[config.mk]
export PLATFORM = sky130hd
export DESIGN_NAME = burst_clock_gen
export DESIGN_NICKNAME = d
export VERILOG_FILES = /design/src/rtl/burst_clock_pkg.sv /design/src/rtl/burst_clock_ctrl.sv /design/src/rtl/burst_clock_datapath.sv /design/src/rtl/burst_clock_gen.sv
export SDC_FILE = /design/constraint.sdc
export NUM_CORES = 1
export LEC_CHECK = 0
export BUFFER_PORTS_ARGS = -buffer_cell sky130_fd_sc_hd__buf_2
export CAP_MARGIN = 30
export CORE_AREA = 2 2 44 56
export DETAILED_ROUTE_END_ITERATION = 8
export DIE_AREA = 0 0 46 58
export PLACE_DENSITY = 0.81
export REMOVE_ABC_BUFFERS = 1
export SLEW_MARGIN = 5
export SYNTH_ARGS = -nofsm -noshare
export SYNTH_HDL_FRONTEND = slang
export SYNTH_SLANG_ARGS = --single-unit
[constraint.sdc]
create_clock -name clk -period 3.4 [get_ports clk]
set_clock_uncertainty 0.15 [all_clocks]
set_input_delay 0.34 -clock clk [delete_from_list [all_inputs] [get_ports clk]]
set_output_delay 0.34 -clock clk [all_outputs]
set_load 0.01 [all_outputs]
[src/rtl/burst_clock_pkg.sv]
package burst_clock_pkg;

  typedef enum logic {
    ST_IDLE = 1'b0,
    ST_RUN  = 1'b1
  } burstState_t;

  // Strobes from control to datapath
  typedef struct packed {
    logic load;   // capture word, half period, restart phase
    logic run;    // burst active, phase counter advances
  } burstStrobes_t;

endpackage

[src/rtl/burst_clock_ctrl.sv]
module burst_clock_ctrl
  import burst_clock_pkg::*;
#(
  parameter int CNT_W = 4
) (
  input  logic             clk,
  input  logic             rstN,
  input  logic             reqValid,
  input  logic [CNT_W-1:0] reqCycles,
  input  logic             halfEnd,
  input  logic             clkLevel,
  output logic             reqReady,
  output logic             busy,
  output logic             burstDone,
  output burstStrobes_t    strobes
);

  burstState_t      state;
  logic [CNT_W-1:0] cyclesLeft;
  logic             doneReg;
  logic             accept;
  logic             zeroCount;
  logic             highEnds;

  assign reqReady  = (state == ST_IDLE);
  assign accept    = reqReady && reqValid;
  assign zeroCount = (reqCycles == '0);
  assign highEnds  = halfEnd && clkLevel;

  assign strobes.load = accept && !zeroCount;
  assign strobes.run  = (state == ST_RUN);

  always_ff @(posedge clk) begin
    if (!rstN) begin
      state      <= ST_IDLE;
      cyclesLeft <= '0;
      doneReg    <= 1'b0;
    end else begin
      doneReg <= 1'b0;
      unique case (state)
        ST_IDLE: begin
          if (accept) begin
            if (zeroCount) begin
              doneReg <= 1'b1;
            end else begin
              state      <= ST_RUN;
              cyclesLeft <= reqCycles;
            end
          end
        end
        ST_RUN: begin
          if (highEnds) begin
            if (cyclesLeft == CNT_W'(1)) begin
              state   <= ST_IDLE;
              doneReg <= 1'b1;
            end
            cyclesLeft <= cyclesLeft - 1'b1;
          end
        end
        default: state <= ST_IDLE;
      endcase
    end
  end

  assign busy      = (state == ST_RUN);
  assign burstDone = doneReg;

  // idle control never sees a high clock level from the datapath
  p_idle_clock_low_r7: assert property (@(posedge clk) disable iff (!rstN)
    (state == ST_IDLE) |-> !clkLevel);

  // a burst never runs with zero cycles remaining
  p_no_underrun_r3: assert property (@(posedge clk) disable iff (!rstN)
    (state == ST_RUN) |-> (cyclesLeft != '0));

endmodule

[src/rtl/burst_clock_datapath.sv]
module burst_clock_datapath
  import burst_clock_pkg::*;
#(
  parameter int DATA_W = 8,
  parameter int HALF_W = 4
) (
  input  logic              clk,
  input  logic              rstN,
  input  burstStrobes_t     strobes,
  input  logic [DATA_W-1:0] reqData,
  input  logic [HALF_W-1:0] halfTicks,
  output logic              halfEnd,
  output logic              clkLevel,
  output logic              clkRise,
  output logic [DATA_W-1:0] dataOut
);

  localparam logic [HALF_W-1:0] MIN_HALF = HALF_W'(1);

  logic [HALF_W-1:0] hpReg;
  logic [HALF_W-1:0] hpLast;
  logic [HALF_W-1:0] hpEff;
  logic [HALF_W-1:0] phaseCnt;
  logic              level;
  logic              riseReg;
  logic [DATA_W-1:0] dataReg;

  assign hpEff   = (halfTicks == '0) ? MIN_HALF : halfTicks;
  assign hpLast  = hpReg - 1'b1;
  assign halfEnd = strobes.run && (phaseCnt == hpLast);

  always_ff @(posedge clk) begin
    if (!rstN) begin
      hpReg    <= MIN_HALF;
      phaseCnt <= '0;
      level    <= 1'b0;
      riseReg  <= 1'b0;
      dataReg  <= '0;
    end else if (strobes.load) begin
      hpReg    <= hpEff;
      phaseCnt <= '0;
      level    <= 1'b0;
      riseReg  <= 1'b0;
      dataReg  <= reqData;
    end else if (strobes.run) begin
      if (halfEnd) begin
        phaseCnt <= '0;
        level    <= !level;
        riseReg  <= !level;
      end else begin
        phaseCnt <= phaseCnt + 1'b1;
        riseReg  <= 1'b0;
      end
    end else begin
      phaseCnt <= '0;
      level    <= 1'b0;
      riseReg  <= 1'b0;
    end
  end

  assign clkLevel = level;
  assign clkRise  = riseReg;
  assign dataOut  = dataReg;

  // every toggle inside a burst happens only after a full phase
  p_full_phase_r7: assert property (@(posedge clk) disable iff (!rstN)
    ($past(strobes.run) && (level != $past(level))) |-> ($past(phaseCnt) == $past(hpLast)));

  // the captured word is held through a running burst
  p_data_hold_r8: assert property (@(posedge clk) disable iff (!rstN)
    ($past(strobes.run) && strobes.run) |-> $stable(dataReg));

  // the half period does not change while a burst runs
  p_half_hold_r4: assert property (@(posedge clk) disable iff (!rstN)
    ($past(strobes.run) && strobes.run) |-> $stable(hpReg));

  // a stored half period is never zero
  p_half_nonzero_r4: assert property (@(posedge clk) disable iff (!rstN)
    hpReg != '0);

endmodule

[src/rtl/burst_clock_gen.sv]
module burst_clock_gen
  import burst_clock_pkg::*;
#(
  parameter int DATA_W = 8,
  parameter int CNT_W  = 4,
  parameter int HALF_W = 4
) (
  input  logic              clk,
  input  logic              rstN,
  input  logic              reqValid,
  output logic              reqReady,
  input  logic [DATA_W-1:0] reqData,
  input  logic [CNT_W-1:0]  reqCycles,
  input  logic [HALF_W-1:0] halfTicks,
  output logic              clkOut,
  output logic              clkRise,
  output logic [DATA_W-1:0] dataOut,
  output logic              busy,
  output logic              burstDone
);

  burstStrobes_t strobes;
  logic          halfEnd;
  logic          clkLevel;

  burst_clock_ctrl #(.CNT_W(CNT_W)) ctrlInst (
    .clk       (clk),
    .rstN      (rstN),
    .reqValid  (reqValid),
    .reqCycles (reqCycles),
    .halfEnd   (halfEnd),
    .clkLevel  (clkLevel),
    .reqReady  (reqReady),
    .busy      (busy),
    .burstDone (burstDone),
    .strobes   (strobes)
  );

  burst_clock_datapath #(.DATA_W(DATA_W), .HALF_W(HALF_W)) dpInst (
    .clk       (clk),
    .rstN      (rstN),
    .strobes   (strobes),
    .reqData   (reqData),
    .halfTicks (halfTicks),
    .halfEnd   (halfEnd),
    .clkLevel  (clkLevel),
    .clkRise   (clkRise),
    .dataOut   (dataOut)
  );

  assign clkOut = clkLevel;

  // completion is flagged only with the output clock at rest
  p_done_clock_low_r3: assert property (@(posedge clk) disable iff (!rstN)
    burstDone |-> (!clkOut && !busy));

  // the rise strobe accompanies each rising edge of the clock
  p_rise_strobe_r9: assert property (@(posedge clk) disable iff (!rstN)
    $rose(clkOut) |-> clkRise);

  // the strobe never appears with the clock low
  p_rise_high_r9: assert property (@(posedge clk) disable iff (!rstN)
    clkRise |-> clkOut);

  // no word is offered as taken while a burst runs
  p_hold_off_r5: assert property (@(posedge clk) disable iff (!rstN)
    busy |-> !reqReady);

endmodule

Word level (Yosys, flattened, before mapping)
Index checks and enable logic that the tools add are counted.
{"block": "word_totals", "output_inout_bits": 13, "reg_bits": 24, "elab_cells": 46, "in_bits": 19}
{"block": "op_classes", "bitwise": 3, "n_mux": 15, "n_reduce_logical": 12, "addsub": 3, "eq_ne": 5}
{"op": "4-bit 2-to-1 mux", "count": 4}
{"op": "4-bit logical NOT", "count": 2}
{"op": "1-bit 2-to-1 mux", "count": 8}
{"op": "4-bit case mux with 2 select lines", "count": 1}
{"op": "4-bit OR reduction", "count": 2}
{"op": "4-bit by 1-bit subtractor with 4-bit output, second input constant", "count": 2}
{"op": "2-bit != test, second input constant", "count": 3}
{"op": "4-bit by 1-bit adder with 4-bit output, second input constant", "count": 1}
{"op": "4-bit by 1-bit equality test with 1-bit output, second input constant", "count": 1}
{"op": "4-bit equality test", "count": 1}
{"op": "1-bit logical AND", "count": 4}
{"op": "1-bit case mux with 2 select lines", "count": 2}
{"op": "1-bit NOT", "count": 3}
{"op": "3-bit AND reduction", "count": 1}
{"op": "3-bit OR reduction", "count": 1}
{"op": "1-bit logical NOT", "count": 2}

Longest topological paths before layout
{"block": "logic_depth", "word_depth": 6, "ltp_mapped": 7, "ltp_nobuf": 7}

Cells and area by module
Synthesis repeated with hierarchy kept, for this count alone.
{"block": "unflattened", "cells_unflattened": 118, "hier_area_um2": 1142.3}
{"module": "burst_clock_datapath", "area_per_inst_um2": 769.5, "seq_area_each_um2": 360.3, "instances": 1, "cells_per_inst": 73}
{"module": "burst_clock_ctrl", "area_per_inst_um2": 372.9, "seq_area_each_um2": 120.1, "instances": 1, "cells_per_inst": 45}

Worst setup path after synthesis
No wires, ideal clock.
{"block": "synth_path", "path_kind": "flip-flop to flip-flop", "startpoint": "register dpInst.hpReg[0]", "endpoint": "register ctrlInst.state (netlist: ctrlInst.busy)", "path_stages_with_launch": 8, "setup_time_ns": 0.117, "required_ns": 3.133, "path_buffers": 0, "period_less_slack_ns": 2.216, "setup_slack_ns": 1.184, "arrival_ns": 1.949, "path_cell_list": "dfxtp_1 -> inv_1 -> ha_1 -> xnor2_1 -> nor3_2 -> nand3_1 -> or4b_1 -> a22o_1"}
{"block": "synth_between", "elab_chain_len": 6}
{"item": "start, declared", "line_no": "burst_clock_datapath.sv:20", "rtl": "logic [HALF_W-1:0] hpReg;"}
{"item": "start signal, assigned", "line_no": "burst_clock_datapath.sv:40", "rtl": "hpReg <= hpEff;"}
{"item": "4-bit by 1-bit subtractor with 4-bit output", "line_no": "burst_clock_datapath.sv:29", "rtl": "assign hpLast = hpReg - 1'b1;"}
{"item": "4-bit equality test", "line_no": "burst_clock_datapath.sv:30", "rtl": "assign halfEnd = strobes.run && (phaseCnt == hpLast);"}
{"item": "1-bit logical AND", "line_no": "burst_clock_datapath.sv:30"}
{"item": "1-bit logical AND", "line_no": "burst_clock_ctrl.sv:28", "rtl": "assign highEnds = halfEnd && clkLevel;"}
{"item": "1-bit 2-to-1 mux", "line_no": "burst_clock_ctrl.sv:52", "rtl": "if (highEnds) begin"}
{"item": "1-bit case mux with 2 select lines", "line_no": "burst_clock_ctrl.sv:40", "rtl": "unique case (state)"}
{"item": "end signal, assigned", "line_no": "burst_clock_ctrl.sv:35", "rtl": "state <= ST_IDLE;"}
{"item": "end signal, assigned", "line_no": "burst_clock_ctrl.sv:46", "rtl": "state <= ST_RUN;"}
{"item": "end signal, assigned", "line_no": "burst_clock_ctrl.sv:54", "rtl": "state <= ST_IDLE;"}
{"item": "end, declared", "line_no": "burst_clock_ctrl.sv:18", "rtl": "burstState_t state;"}
No other way between the ends.
A chain may end at the register's enable or synchronous reset.

Final worst setup path
Ends and elaborated chain as after synthesis.

==> out/results.ini <==
[status]
outcome = finished clean

[detailed_routing]
detail-route-antenna-nets = 0
via_per_inst = 5.49
drt_first_pass_iters = 4
wl_per_cell_um = 12.8
wirelength_um = 2150
count_of_routing_violations_after_the_opening_detailed_route_iteration = 8
num_vias = 923
remaining_drc_errors = 0

[clocking]
clock_latency_ns = 0.31
clock_tree.htree_level_count = 1
cts.reportedPaths.clkPinSlew_ns = 0.13
post_cts_resized = 0
cts.hold.buffers_added = 0
setup_fix_buffers_added_after_clock_tree_synthesis = 0
cts_buffer_depth = 2
cts_tree = yes
cts.sink_count = 24
number_of_buffers_added_by_the_clock_tree_synthesis_step = 3
root_buffer = clkbuf_4

[synthesis]
number_of_flops_mapped_to_enable_cells_by_yosys = 0
async_s_r_ff_share_synth = 0
combined_area_of_all_synthesized_cells_mm2 = 0.00109
ys_warn_count = 0
synth_flop_cell = dfxtp_1
synth_cells = 115
synthMostInstantiatedCell = dfxtp_1
yosys.cell_types.count = 28
synthTopCellsByArea = dfxtp_1 44%, mux2i_1 12%, nor2_1 7.9%
per_instance_average_area_after_synthesis_um2 = 9.44
synthDominantAreaCellType = dfxtp_1
yosys.area.top_type_share = 0.442
synth_seq_area_share = 0.442
ys_top_cells_by_count = 24 x dfxtp_1, 23 x nor2_1, 13 x mux2i_1
synth-seq-cells = 24

[pwr]
power.clock.fraction = 0.313
power.combinational.fraction = 0.196
p_total_mw = 0.652
power_switching_share = 0.265
ir_drop_v = 0.000343
p_int_mw = 0.479
seq_power_share = 0.491
power.leakage_nw = 0.608
pwr_density_cell_mw_per_mm2 = 501
net-switching-power_mw = 0.173

[final_layout]
post_route_cells_drive_above_1_share = 0.252
finalNetCount = 171
num_antenna_cells = 0
area.sequential_um2 = 480
n_fill_cell = 196
multi_input_gate_area_in_the_final_layout_um2 = 559
synthToLayoutAreaGrowth_pct = 19.7

[timing]
timing.final.setup_violations = 0
clock.fmax_mhz = 425
slew_worst_pin_ns = 0.840
slew_violations = 0
max_slew_margin = 0.440
fin_crit_sh = 0.691
rsz0062_at_grt = false
hold_violations = 0
fin_setup_tns_ns = 0
period_needed_ns = 2.35

[worst_setup_path]
worst_ep_required_time_ns = 3.47
cp_max_fo = 3
endpoint_class_of_the_critical_path = flop
path_class = reg2reg
startpoint_type_of_the_worst_setup_path = flop
critical_path_arrival_ns = 2.42

[global_routing]
antenna_found_initial = 0
first_global_vias = 822
global_route.usage.met2 = 0.288
grtUsageMet3 = 0.0187
grt_overflow = 0
first_pass_grt_wire_length_um = 3390
use_met1 = 0.208
maximum_number_of_pins_on_one_net_before_global_route_repair = 18
gr-max-usage-layer = met2
grt_usage = 0.167

[floorplanning]
placementRows = 19
initial_core_util = 0.508
die_footprint_mm2 = 0.00267
placeableCoreArea_mm2 = 0.00214
ios = 32
die-height_um = 58
die_w_um = 46

[placed_design]
buffer_ports.inserted = 31
dp_hpwl_um = 1640
globalplace.congestion = 0.862

[job]
drv_cap = 0

[hold_path]
min_path_type = in2reg

cell usage in the layout (no fill, tap or decap), drive strengths merged, types with 2 or more instances in the layout:
cell     n
xnor2    5
nand3    4
clkbuf   3
a21oi    2
a22o     3
mux2i   13
dfxtp   24
nor3     6
inv      6
xor2     4
ha       4
and3     2
buf     31
nand2    5
nor2    23
o21ai    2
through the flow:
step                      std cells  area (µm²)   util  worst slack (ns)  hold WS, ns
final                           168        1300  0.608              1.05        0.105
after global routing            168        1300  0.608             0.925        0.102
after CTS                       168        1300  0.608              1.04       0.0977
after detailed placement        164        1250  0.583              1.00        0.331
after global placement          164        1250  0.583              1.04        0.310
after floorplan                 112        1070      -              1.18        0.279
cells by family after synthesis:
group                    synth area share
AO/OA/AOI/OAI                       0.101
XOR/XNOR                           0.0726
adder cells (fa/ha/maj)            0.0461
buffers and inverters              0.0426
flip-flops                          0.442
multiplexers                        0.120
AND/OR/NAND/NOR                     0.175
power groups by stage:
stage                     clock (mW)  sequential, mW  combinational (mW)
after floorplan                    0           0.327              0.0847
after global placement             0           0.325               0.124
after detailed placement           0           0.326               0.128
after CTS                      0.208           0.320               0.129
after global routing           0.218           0.322               0.142
final                          0.204           0.320               0.128
state kept, by name, summed over array words and instances (netlist names):
signal               count
ctrlInst.busy            1
ctrlInst.cyclesLeft      4
dpInst.hpReg             4
dpInst.clkRise           1
dpInst.dataOut           8
ctrlInst.burstDone       1
dpInst.clkLevel          1
dpInst.phaseCnt          4
path summary, 6_finish.rpt:
path,start,slack (ns),cells after the start,endpoint
hold reg to reg,ctrlInst.cyclesLeft[1]$_SDFFE_PN0P_,0.35,2,ctrlInst.cyclesLeft[1]$_SDFFE_PN0P_
hold / removal,reqData[7],0.10,3,dpInst.dataOut[7]$_SDFFE_PN0P_
setup / recovery,dpInst.hpReg[0]$_SDFFE_PN1P_,1.05,7,ctrlInst.busy$_SDFF_PN0_
setup reg to reg,dpInst.hpReg[0]$_SDFFE_PN1P_,1.05,7,ctrlInst.busy$_SDFF_PN0_
area by class of cell:
cell class,instances,area share
clock buffers,3,0.0173
clock inverters,1,0.0231
inverters,7,0.0202
multi-input cells,81,0.430
flip-flops and latches,24,0.370
well taps,21,0.0202
repair buffers,31,0.119
critical path: stages (launching register included):
cell and delay (ns):
dfxtp_1 0.39, inv_1 0.08, ha_1 0.30, xnor2_1 0.16
nor3_2 0.29, nand3_1 0.13, or4b_1 0.55, a22o_1 0.22
metal layers:
layer,share of wire,vias up
li1,-,461
met1,0.45,435
met2,0.50,25
met3,0.042,2
met4,0.0075,0
met5,0,-
Power figures use the tool's default switching activity.
